===== src/rtl/phy_regport_pkg.sv =====
package phy_regport_pkg;

    typedef enum logic [3:0] {
        STP_IDLE,
        STP_ADR_SET,
        STP_ADR_CAP,
        STP_ADR_REL,
        STP_DAT_SET,
        STP_DAT_CAP,
        STP_DAT_REL,
        STP_WR_STB,
        STP_WR_REL,
        STP_RD_STB,
        STP_RD_REL,
        STP_RESP
    } step_t;

    typedef enum logic [1:0] {
        WT_NONE,
        WT_HIGH,
        WT_LOW
    } wait_t;

endpackage


===== src/rtl/phy_regport_timer.sv =====
module phy_regport_timer #(
    parameter int POLL_GAP  = 4,
    parameter int MAX_POLLS = 10
) (
    input  logic clk,
    input  logic rst_n,
    input  logic restart,
    output logic sample_now,
    output logic last_poll
);
    localparam int GAP_W  = $clog2(POLL_GAP + 1);
    localparam int POLL_W = $clog2(MAX_POLLS + 1);

    typedef struct packed {
        logic [GAP_W-1:0]  gap;
        logic [POLL_W-1:0] poll;
    } tmr_t;

    tmr_t t_d, t_q;

    assign sample_now = (t_q.gap == GAP_W'(POLL_GAP - 1));
    assign last_poll  = (t_q.poll == POLL_W'(MAX_POLLS - 1));

    always_comb begin
        t_d = t_q;
        if (restart) begin
            t_d.gap  = '0;
            t_d.poll = '0;
        end else if (sample_now) begin
            t_d.gap = '0;
            if (!last_poll) begin
                t_d.poll = t_q.poll + 1'b1;
            end
        end else begin
            t_d.gap = t_q.gap + 1'b1;
        end
    end

    always_ff @(posedge clk or negedge rst_n) begin
        if (!rst_n) begin
            t_q <= '0;
        end else begin
            t_q <= t_d;
        end
    end
endmodule


===== src/rtl/phy_regport_decode.sv =====
module phy_regport_decode
    import phy_regport_pkg::*;
#(
    parameter int DW = 16
) (
    input  step_t          step,
    input  logic           is_write,
    input  logic [DW-1:0]  addr,
    input  logic [DW-1:0]  wdata,
    output logic [DW+3:0]  ctrl,
    output wait_t          wkind,
    output step_t          step_next
);
    localparam int CAP_ADR = DW;
    localparam int CAP_DAT = DW + 1;
    localparam int WR_BIT  = DW + 2;
    localparam int RD_BIT  = DW + 3;

    always_comb begin
        ctrl      = '0;
        wkind     = WT_NONE;
        step_next = step;
        unique case (step)
            STP_ADR_SET: begin
                ctrl[DW-1:0] = addr;
                step_next    = STP_ADR_CAP;
            end
            STP_ADR_CAP: begin
                ctrl[DW-1:0]  = addr;
                ctrl[CAP_ADR] = 1'b1;
                wkind         = WT_HIGH;
                step_next     = STP_ADR_REL;
            end
            STP_ADR_REL: begin
                ctrl[DW-1:0] = addr;
                wkind        = WT_LOW;
                step_next    = is_write ? STP_DAT_SET : STP_RD_STB;
            end
            STP_DAT_SET: begin
                ctrl[DW-1:0] = wdata;
                step_next    = STP_DAT_CAP;
            end
            STP_DAT_CAP: begin
                ctrl[DW-1:0]  = wdata;
                ctrl[CAP_DAT] = 1'b1;
                wkind         = WT_HIGH;
                step_next     = STP_DAT_REL;
            end
            STP_DAT_REL: begin
                ctrl[DW-1:0] = wdata;
                wkind        = WT_LOW;
                step_next    = STP_WR_STB;
            end
            STP_WR_STB: begin
                ctrl[WR_BIT] = 1'b1;
                wkind        = WT_HIGH;
                step_next    = STP_WR_REL;
            end
            STP_WR_REL: begin
                ctrl[DW-1:0] = wdata;
                wkind        = WT_LOW;
                step_next    = STP_RESP;
            end
            STP_RD_STB: begin
                ctrl[RD_BIT] = 1'b1;
                wkind        = WT_HIGH;
                step_next    = STP_RD_REL;
            end
            STP_RD_REL: begin
                wkind     = WT_LOW;
                step_next = STP_RESP;
            end
            STP_RESP:  step_next = STP_IDLE;
            default:   step_next = step;
        endcase
    end
endmodule


===== src/rtl/phy_regport_master.sv =====
module phy_regport_master
    import phy_regport_pkg::*;
#(
    parameter int DW        = 16,
    parameter int POLL_GAP  = 4,
    parameter int MAX_POLLS = 10
) (
    input  logic           clk,
    input  logic           rst_n,
    input  logic           req_valid,
    output logic           req_ready,
    input  logic           req_write,
    input  logic [DW-1:0]  req_addr,
    input  logic [DW-1:0]  req_wdata,
    output logic           rsp_valid,
    output logic           rsp_timeout,
    output logic [DW-1:0]  rsp_rdata,
    output logic [DW+3:0]  phy_ctrl,
    input  logic [DW:0]    phy_stat
);
    typedef struct packed {
        step_t          step;
        logic           is_wr;
        logic [DW-1:0]  addr;
        logic [DW-1:0]  wdata;
        logic [DW-1:0]  rdata;
        logic           tmo;
    } mst_t;

    mst_t s_d, s_q;

    wait_t wkind;
    step_t step_nx;
    logic  sample_now, last_poll, restart, ack;

    assign ack = phy_stat[DW];

    phy_regport_decode #(.DW(DW)) u_dec (
        .step      (s_q.step),
        .is_write  (s_q.is_wr),
        .addr      (s_q.addr),
        .wdata     (s_q.wdata),
        .ctrl      (phy_ctrl),
        .wkind     (wkind),
        .step_next (step_nx)
    );

    phy_regport_timer #(.POLL_GAP(POLL_GAP), .MAX_POLLS(MAX_POLLS)) u_tmr (
        .clk        (clk),
        .rst_n      (rst_n),
        .restart    (restart),
        .sample_now (sample_now),
        .last_poll  (last_poll)
    );

    always_comb begin
        s_d = s_q;
        unique case (s_q.step)
            STP_IDLE: begin
                if (req_valid) begin
                    s_d.step  = STP_ADR_SET;
                    s_d.is_wr = req_write;
                    s_d.addr  = req_addr;
                    s_d.wdata = req_wdata;
                    s_d.rdata = '0;
                    s_d.tmo   = 1'b0;
                end
            end
            STP_RESP: s_d.step = STP_IDLE;
            default: begin
                if (wkind == WT_NONE) begin
                    s_d.step = step_nx;
                end else if (sample_now) begin
                    if (ack == (wkind == WT_HIGH)) begin
                        if (s_q.step == STP_RD_STB) begin
                            s_d.rdata = phy_stat[DW-1:0];
                        end
                        s_d.step = step_nx;
                    end else if (last_poll) begin
                        s_d.tmo   = 1'b1;
                        s_d.rdata = '0;
                        s_d.step  = STP_RESP;
                    end
                end
            end
        endcase
    end

    assign restart     = (s_d.step != s_q.step);
    assign req_ready   = (s_q.step == STP_IDLE);
    assign rsp_valid   = (s_q.step == STP_RESP);
    assign rsp_timeout = s_q.tmo;
    assign rsp_rdata   = s_q.rdata;

    always_ff @(posedge clk or negedge rst_n) begin
        if (!rst_n) begin
            s_q <= '{step: STP_IDLE, default: '0};
        end else begin
            s_q <= s_d;
        end
    end
endmodule


===== config.mk =====
export PLATFORM = sky130hd
export DESIGN_NAME = phy_regport_master
export DESIGN_NICKNAME = d
export VERILOG_FILES = /design/src/rtl/phy_regport_pkg.sv /design/src/rtl/phy_regport_timer.sv /design/src/rtl/phy_regport_decode.sv /design/src/rtl/phy_regport_master.sv
export SDC_FILE = /design/constraint.sdc
export NUM_CORES = 1
export LEC_CHECK = 0
export CORE_ASPECT_RATIO = 1.75
export CORE_UTILIZATION = 40
export DETAILED_ROUTE_END_ITERATION = 8
export PLACE_DENSITY_LB_ADDON = 0.08
export SLEW_MARGIN = 20
export SYNTH_ARGS = -nofsm -noshare
export SYNTH_HDL_FRONTEND = slang
export SYNTH_HIERARCHICAL = 1
export SYNTH_SLANG_ARGS = --single-unit
export TNS_END_PERCENT = 30

===== constraint.sdc =====
create_clock -name clk -period 6.6 [get_ports clk]
set_clock_uncertainty 0.15 [all_clocks]
set_input_delay 0.66 -clock clk [delete_from_list [all_inputs] [get_ports clk]]
set_output_delay 0.66 -clock clk [all_outputs]
set_load 0.03 [all_outputs]

==> results of run 1 <==
[flip-flops by register name, summed over array words and instances (netlist names)]
register and flops:
s_q 37, u_tmr/t_q 7, rsp_timeout 1, rsp_rdata 16
[worst register-to-register path: stages (launching register included)]
cell and delay (ns):
dfrtp_1 0.62, buf_4 0.37, nor3b_2 0.28, a31o_1 0.42, and2b_4 0.28, a22oi_4 0.30
nor4_1 0.10, a41o_1 0.22, a2111oi_2 0.39, o311ai_2 0.31, nand2b_1 0.25, o21ai_1 0.11
[Yosys cell counts, types with 2 or more instances]
cell,n
a21bo_2,2
a21oi_1,14
a21oi_2,2
a22o_1,16
a31oi_1,17
and4bb_1,2
buf_2,10
buf_4,19
buf_6,9
clkbuf_1,4
dfrtp_1,61
ha_1,3
inv_1,7
mux2_2,33
nand2_1,16
nand2b_1,21
nand3_1,4
nand3b_1,2
nor2_1,15
nor2_2,2
nor2b_1,3
nor3_1,6
nor3b_1,4
nor4bb_1,14
o211ai_1,2
o21ai_0,2
o21ai_1,22
o31ai_1,2
[how the worst max path moves through the flow]
stage                        from            to  slack, ns  depth (start not counted)
after floorplan           s_q[50]  u_tmr/t_q[3]       3.18                         13
after global routing      s_q[53]  u_tmr/t_q[0]       2.44                         12
after global placement    s_q[53]  u_tmr/t_q[0]       2.81                         11
after detailed placement  s_q[53]  u_tmr/t_q[0]       2.75                         11
after CTS                 s_q[53]  u_tmr/t_q[0]       2.73                         11
final                     s_q[53]  u_tmr/t_q[0]       2.73                         11
[layout make-up]
class | instances | area share [%]
Inverter | 7 | 0.557
Multi-Input combinational cell | 236 | 38.0
Clock inverter | 5 | 1.11
Tap cell | 117 | 3.10
Timing Repair Buffer | 96 | 20.0
Sequential cell | 61 | 32.4
Clock buffer | 10 | 4.85
[routing by layer]
metal	part of all wire, %	up-vias	track usage, %	wire length [um]
met2	51	79	31.4	4500
met4	2.5	0	10.3	218
met1	43	1375	24.5	3750
li1	-	1392	-	-
met3	4.0	12	3.54	352
met5	0	-	0	0
[report_power, final]
part	switching (mW)	internal, mW
combinational	0.686	0.533
sequential	0.0968	0.500
clock	0.160	0.288
total	0.943	1.32
[cells by family (layout without fill, tap and decap cells)]
logic type | Yosys count | count (layout)
flops | 61 | 61
buf+inv | 49 | 118
xor+xnor | 3 | 3
fa+ha+maj | 3 | 3
mux | 34 | 34
compound gates | 96 | 96
simple gates | 100 | 100
==> impl_metrics.py, run 1 <==
metrics = {
    "floorplan": {
        "die_y_um": 128,
        "fp-row-count": 45,
        "start_util_pct": 41.5,
        "top_level_ports": 92,
        "core_area_mm2": 0.00878,
        "die_w_um": 74.2,
        "die-area_mm2": 0.00952,
    },
    "place": {
        "place_inst": 517,
        "gp_congestion": 0.888,
        "post_dp_cell_area_mm2": 0.00443,
        "place_hpwl_um": 5870,
        "dp_slack_ns": 2.75,
        "numPortBuffers": 91,
    },
    "cts": {
        "ctsHtreeMaxLevel": 3,
        "clk_latency_ns": 0.32,
        "clk_pin_slew_ns": 0.05,
        "clockBufferDepth": 2,
        "cts_root_buf": "clkbuf_16",
        "postCtsHoldBufs": 0,
        "cts_resized": 0,
        "cts_buffers": 9,
        "post_cts_buffers": 0,
        "cts_sinks": 61,
        "cts_tree": "done",
    },
    "finish": {
        "multiInputGateArea_mm2": 0.00179,
        "regArea_mm2": 0.00153,
        "n_fill_cell": 834,
        "layout_common_cells": "90 x clkdlybuf4s50_1, 61 x dfrtp_1, 33 x mux2_2",
        "nets": 467,
        "post-route-cell-area_mm2": 0.00472,
        "syn_to_final_growth_pct": 29.3,
        "drive_above_1_share_pct": 17.1,
        "final_util_pct": 53.7,
        "num_antenna_cells": 0,
        "fin_cells": 532,
        "mostFrequentLayoutCell": "clkdlybuf4s50_1",
    },
    "timing": {
        "slew_viol_final": 0,
        "clock.fmax_mhz": 258,
        "setup_slack_ns": 2.73,
        "hold_ws_ns": 0.289,
        "hold_viol": 0,
        "tightestPinTransition_ns": 0.829,
        "tns_ns": 0,
        "rsz0062_at_grt": "no",
        "fin_crit_sh_pct": 58.7,
        "setup_viol": 0,
        "slew-limit-headroom_pct": 44.7,
        "fin_crit_ns": 3.87,
    },
    "yosys": {
        "synth-compound-area-share_pct": 18.4,
        "synthDistinctLibCells": 60,
        "synth_xor_area_share_pct": 0.926,
        "synth.cell_area_mm2": 0.00365,
        "synthAdderAreaFrac_pct": 1.03,
        "synth_seq_cells": 61,
        "ys.warnings.count": 6,
        "post_synth.cell_area_avg_um2": 10.5,
        "synthSimpleGateAreaFrac_pct": 18.0,
        "synth_top_family_by_area": "compound AO/OA/AOI/OAI gates",
        "yosysTopAreaCell": "dfrtp_1",
        "synthMuxAreaShare_pct": 10.6,
        "async_flop_share_pct": 100,
        "synth_cells": 346,
        "yosysSeqAreaShare_pct": 41.9,
        "synth_nets": 402,
        "synthDominantCellAreaShare_pct": 41.9,
        "synth_area_leaders": "dfrtp_1 42%, mux2_2 10%, buf_4 3.9%, a22o_1 3.8%, nor4bb_1 3.8%",
        "ys.flop_type": "dfrtp_1",
        "synth_edf_count": 0,
    },
    "worst_hold_path": {
        "holdPathStages": 1,
        "min_to": "u_tmr/t_q[4]",
        "hold_start": "u_tmr/t_q[4]",
        "hold_path_class": "flop to flop",
    },
    "worst_setup_path": {
        "path_class": "flop to flop",
        "reg2reg_depth": 11,
        "cpLargestDelayFamily": "compound AO/OA/AOI/OAI gates",
        "worstPathCellList": "buf_4 > nor3b_2 > a31o_1 > and2b_4 > a22oi_4 > nor4_1 > a41o_1 > a2111oi_2 > o311ai_2 > nand2b_1 > o21ai_1",
        "worst-r2r-setup-slack_ns": 2.73,
        "regToRegEndpoint": "u_tmr/t_q[0]",
        "cp_max_fo": 29,
        "crit_buf_inv": 1,
        "slowest_delay_ns": 0.62,
        "end_kind": "flop",
        "critical_path_arrival_ns": 3.97,
        "start_kind": "flop",
        "slowest_stage": "dfrtp_1",
        "cp.required_ns": 6.70,
        "r2r_start": "s_q[53]",
    },
    "routing": {
        "routed_wl_um": 8820,
        "route.detailed.drc": 0,
        "vias": 2858,
        "viasPerCell": 5.37,
        "first_pass_iters": 4,
        "wl_per_cell_um": 16.6,
        "ant_nets": 0,
        "drtIter0Drc": 162,
    },
    "global_route": {
        "grt_use_total_pct": 19.6,
        "grt_max_degree": 62,
        "grt_pass1_vias": 2847,
        "overflow": 0,
        "antenna_found_initial": 0,
        "grt_pass1_wl_um": 14200,
    },
    "pwr": {
        "powerDensity_mw_per_mm2": 480,
        "p_leak_nw": 1.90,
        "finalPower_mw": 2.26,
        "vdd_drop_max_mv": 0.228,
    },
    "run": {
        "max-cap-violations": 0,
    },
    "status": {
        "outcome": "finished clean",
    },
}
No activity file was read; power rests on OpenSTA's default activity.
==> run 2: changes to the inputs <==
==> constraint.sdc (replaced) <==
create_clock -name clk -period 3.21 [get_ports clk]
set_clock_uncertainty 0.15 [all_clocks]
set_input_delay 0.321 -clock clk [delete_from_list [all_inputs] [get_ports clk]]
set_output_delay 0.321 -clock clk [all_outputs]
set_load 0.03 [all_outputs]
==> run 2 against run 1 <==
Compared with the run above:
- sequential power increased by 100%
- die area unchanged
- clock-buffer cell count unchanged
- largest cell class unchanged
- highest routed layer unchanged
==> impl_metrics.py, run 2 (same netlist as run 1, synthesis figures left out) <==
metrics = {
    "floorplan": {
        "die_y_um": 128,
        "die-area_mm2": 0.00952,
        "fp-row-count": 45,
        "core_area_mm2": 0.00878,
        "top_level_ports": 92,
        "die_w_um": 74.2,
        "start_util_pct": 41.5,
    },
    "cts": {
        "ctsHtreeMaxLevel": 3,
        "cts_root_buf": "clkbuf_16",
        "cts_tree": "done",
        "cts_sinks": 61,
        "clockBufferDepth": 2,
        "cts_buffers": 9,
        "clk_latency_ns": 0.33,
        "clk_pin_slew_ns": 0.05,
    },
    "finish": {
        "largest_register": "s_q",
        "nets": 484,
        "mostFrequentLayoutCell": "clkdlybuf4s50_1",
        "largest_reg_flops": 37,
        "drive_above_1_share_pct": 21.2,
        "fin_cells": 550,
        "num_antenna_cells": 0,
        "layout_common_cells": "90 x clkdlybuf4s50_1, 59 x dfrtp_1, 33 x mux2_2",
        "syn_to_final_growth_pct": 33.3,
    },
    "worst_hold_path": {
        "hold_path_class": "flop to flop",
    },
    "routing": {
        "drtIter0Drc": 201,
        "route.detailed.drc": 0,
        "first_pass_iters": 4,
        "ant_nets": 0,
        "wl_per_cell_um": 16.9,
        "routed_wl_um": 9280,
        "vias": 2973,
        "viasPerCell": 5.41,
    },
    "pwr": {
        "powerDensity_mw_per_mm2": 980,
        "p_leak_nw": 1.99,
        "vdd_drop_max_mv": 0.453,
    },
    "worst_setup_path": {
        "path_class": "flop to flop",
        "cp_max_fo": 10,
        "critical_path_arrival_ns": 3.04,
        "end_kind": "flop",
        "cp.required_ns": 3.30,
        "start_kind": "flop",
    },
    "place": {
        "place_inst": 533,
        "dp_slack_ns": 0.223,
        "numPortBuffers": 91,
        "gp_congestion": 0.877,
        "place_hpwl_um": 6670,
    },
    "global_route": {
        "overflow": 0,
        "antenna_found_initial": 0,
        "grt_pass1_vias": 3017,
        "grt_max_degree": 39,
        "grt_pass1_wl_um": 14700,
        "grt_use_total_pct": 20.6,
    },
    "timing": {
        "clock.fmax_mhz": 339,
        "tightestPinTransition_ns": 0.843,
        "setup_slack_ns": 0.259,
        "hold_viol": 0,
        "slew_viol_final": 0,
        "fin_crit_sh_pct": 91.9,
        "fin_crit_ns": 2.95,
        "hold_ws_ns": 0.294,
        "setup_viol": 0,
        "tns_ns": 0,
        "rsz0062_at_grt": "no",
        "slew-limit-headroom_pct": 43.8,
    },
    "status": {
        "outcome": "finished clean",
    },
    "run": {
        "max-cap-violations": 0,
    },
}
run 2: metrics by stage:
step	total power, mW	instance area [um^2]	util, %
after floorplan	3.07	3660	-
after global placement	3.85	4560	51.9
after detailed placement	3.88	4560	51.9
after CTS	4.79	4840	55.2
after global routing	5.08	4860	55.3
final	4.76	4860	55.3
run 2: critical path, stage by stage (launching register included):
cell and delay, ns:
dfrtp_1 0.45, buf_4 0.20, inv_1 0.17, a31o_1 0.21
and2b_4 0.22, a22oi_4 0.18, nor4_1 0.07, a41o_1 0.24
a2111oi_2 0.32, o311ai_1 0.24, buf_4 0.23, nor3b_1 0.19
run 2: final cells by class:
type | instances | area [um^2]
Clock buffer | 10 | 239
Multi-Input combinational cell | 236 | 1810
Fill cell | 823 | 3920
Timing Repair Buffer | 113 | 1070
Inverter | 7 | 26.3
Clock inverter | 6 | 38.8
Sequential cell | 61 | 1530
Tap cell | 117 | 146
run 2: metal layers:
metal  part of all wire (%)  global-route usage (%)
met2                     53                    35.7
met1                     39                    22.7
met5                      0                       0
met3                    4.5                    3.93
met4                    3.2                    11.9
run 2: worst paths after layout:
path / start / to / cells after the start / slack, ns
setup / recovery: s_q[53] / u_tmr/t_q[6] / 11 / 0.26
hold / removal: u_tmr/t_q[4] / u_tmr/t_q[4] / 1 / 0.29
setup reg to reg: s_q[53] / u_tmr/t_q[6] / 11 / 0.26
hold reg to reg: u_tmr/t_q[4] / u_tmr/t_q[4] / 1 / 0.29
max in group asynchronous: rst_n / s_q[25] / 3 / 1.57
min in group asynchronous: rst_n / s_q[46] / 2 / 0.48
run 2: what timing repair did:
item / 4_1_cts / 5_1_grt
buffers inserted: 0 / 0
setup endpoints to repair: 0 / 19
gates resized for setup: 0 / 5
hold buffers: 1 / 0
endpoints found under the hold margin: 37 / 0
run 2: report_power, final:
part           internal, mW  total, mW  switching, mW
logic                  1.20       2.67           1.46
registers              1.03       1.21          0.185
clock network         0.539      0.880          0.341
total                  2.77       4.76           1.99
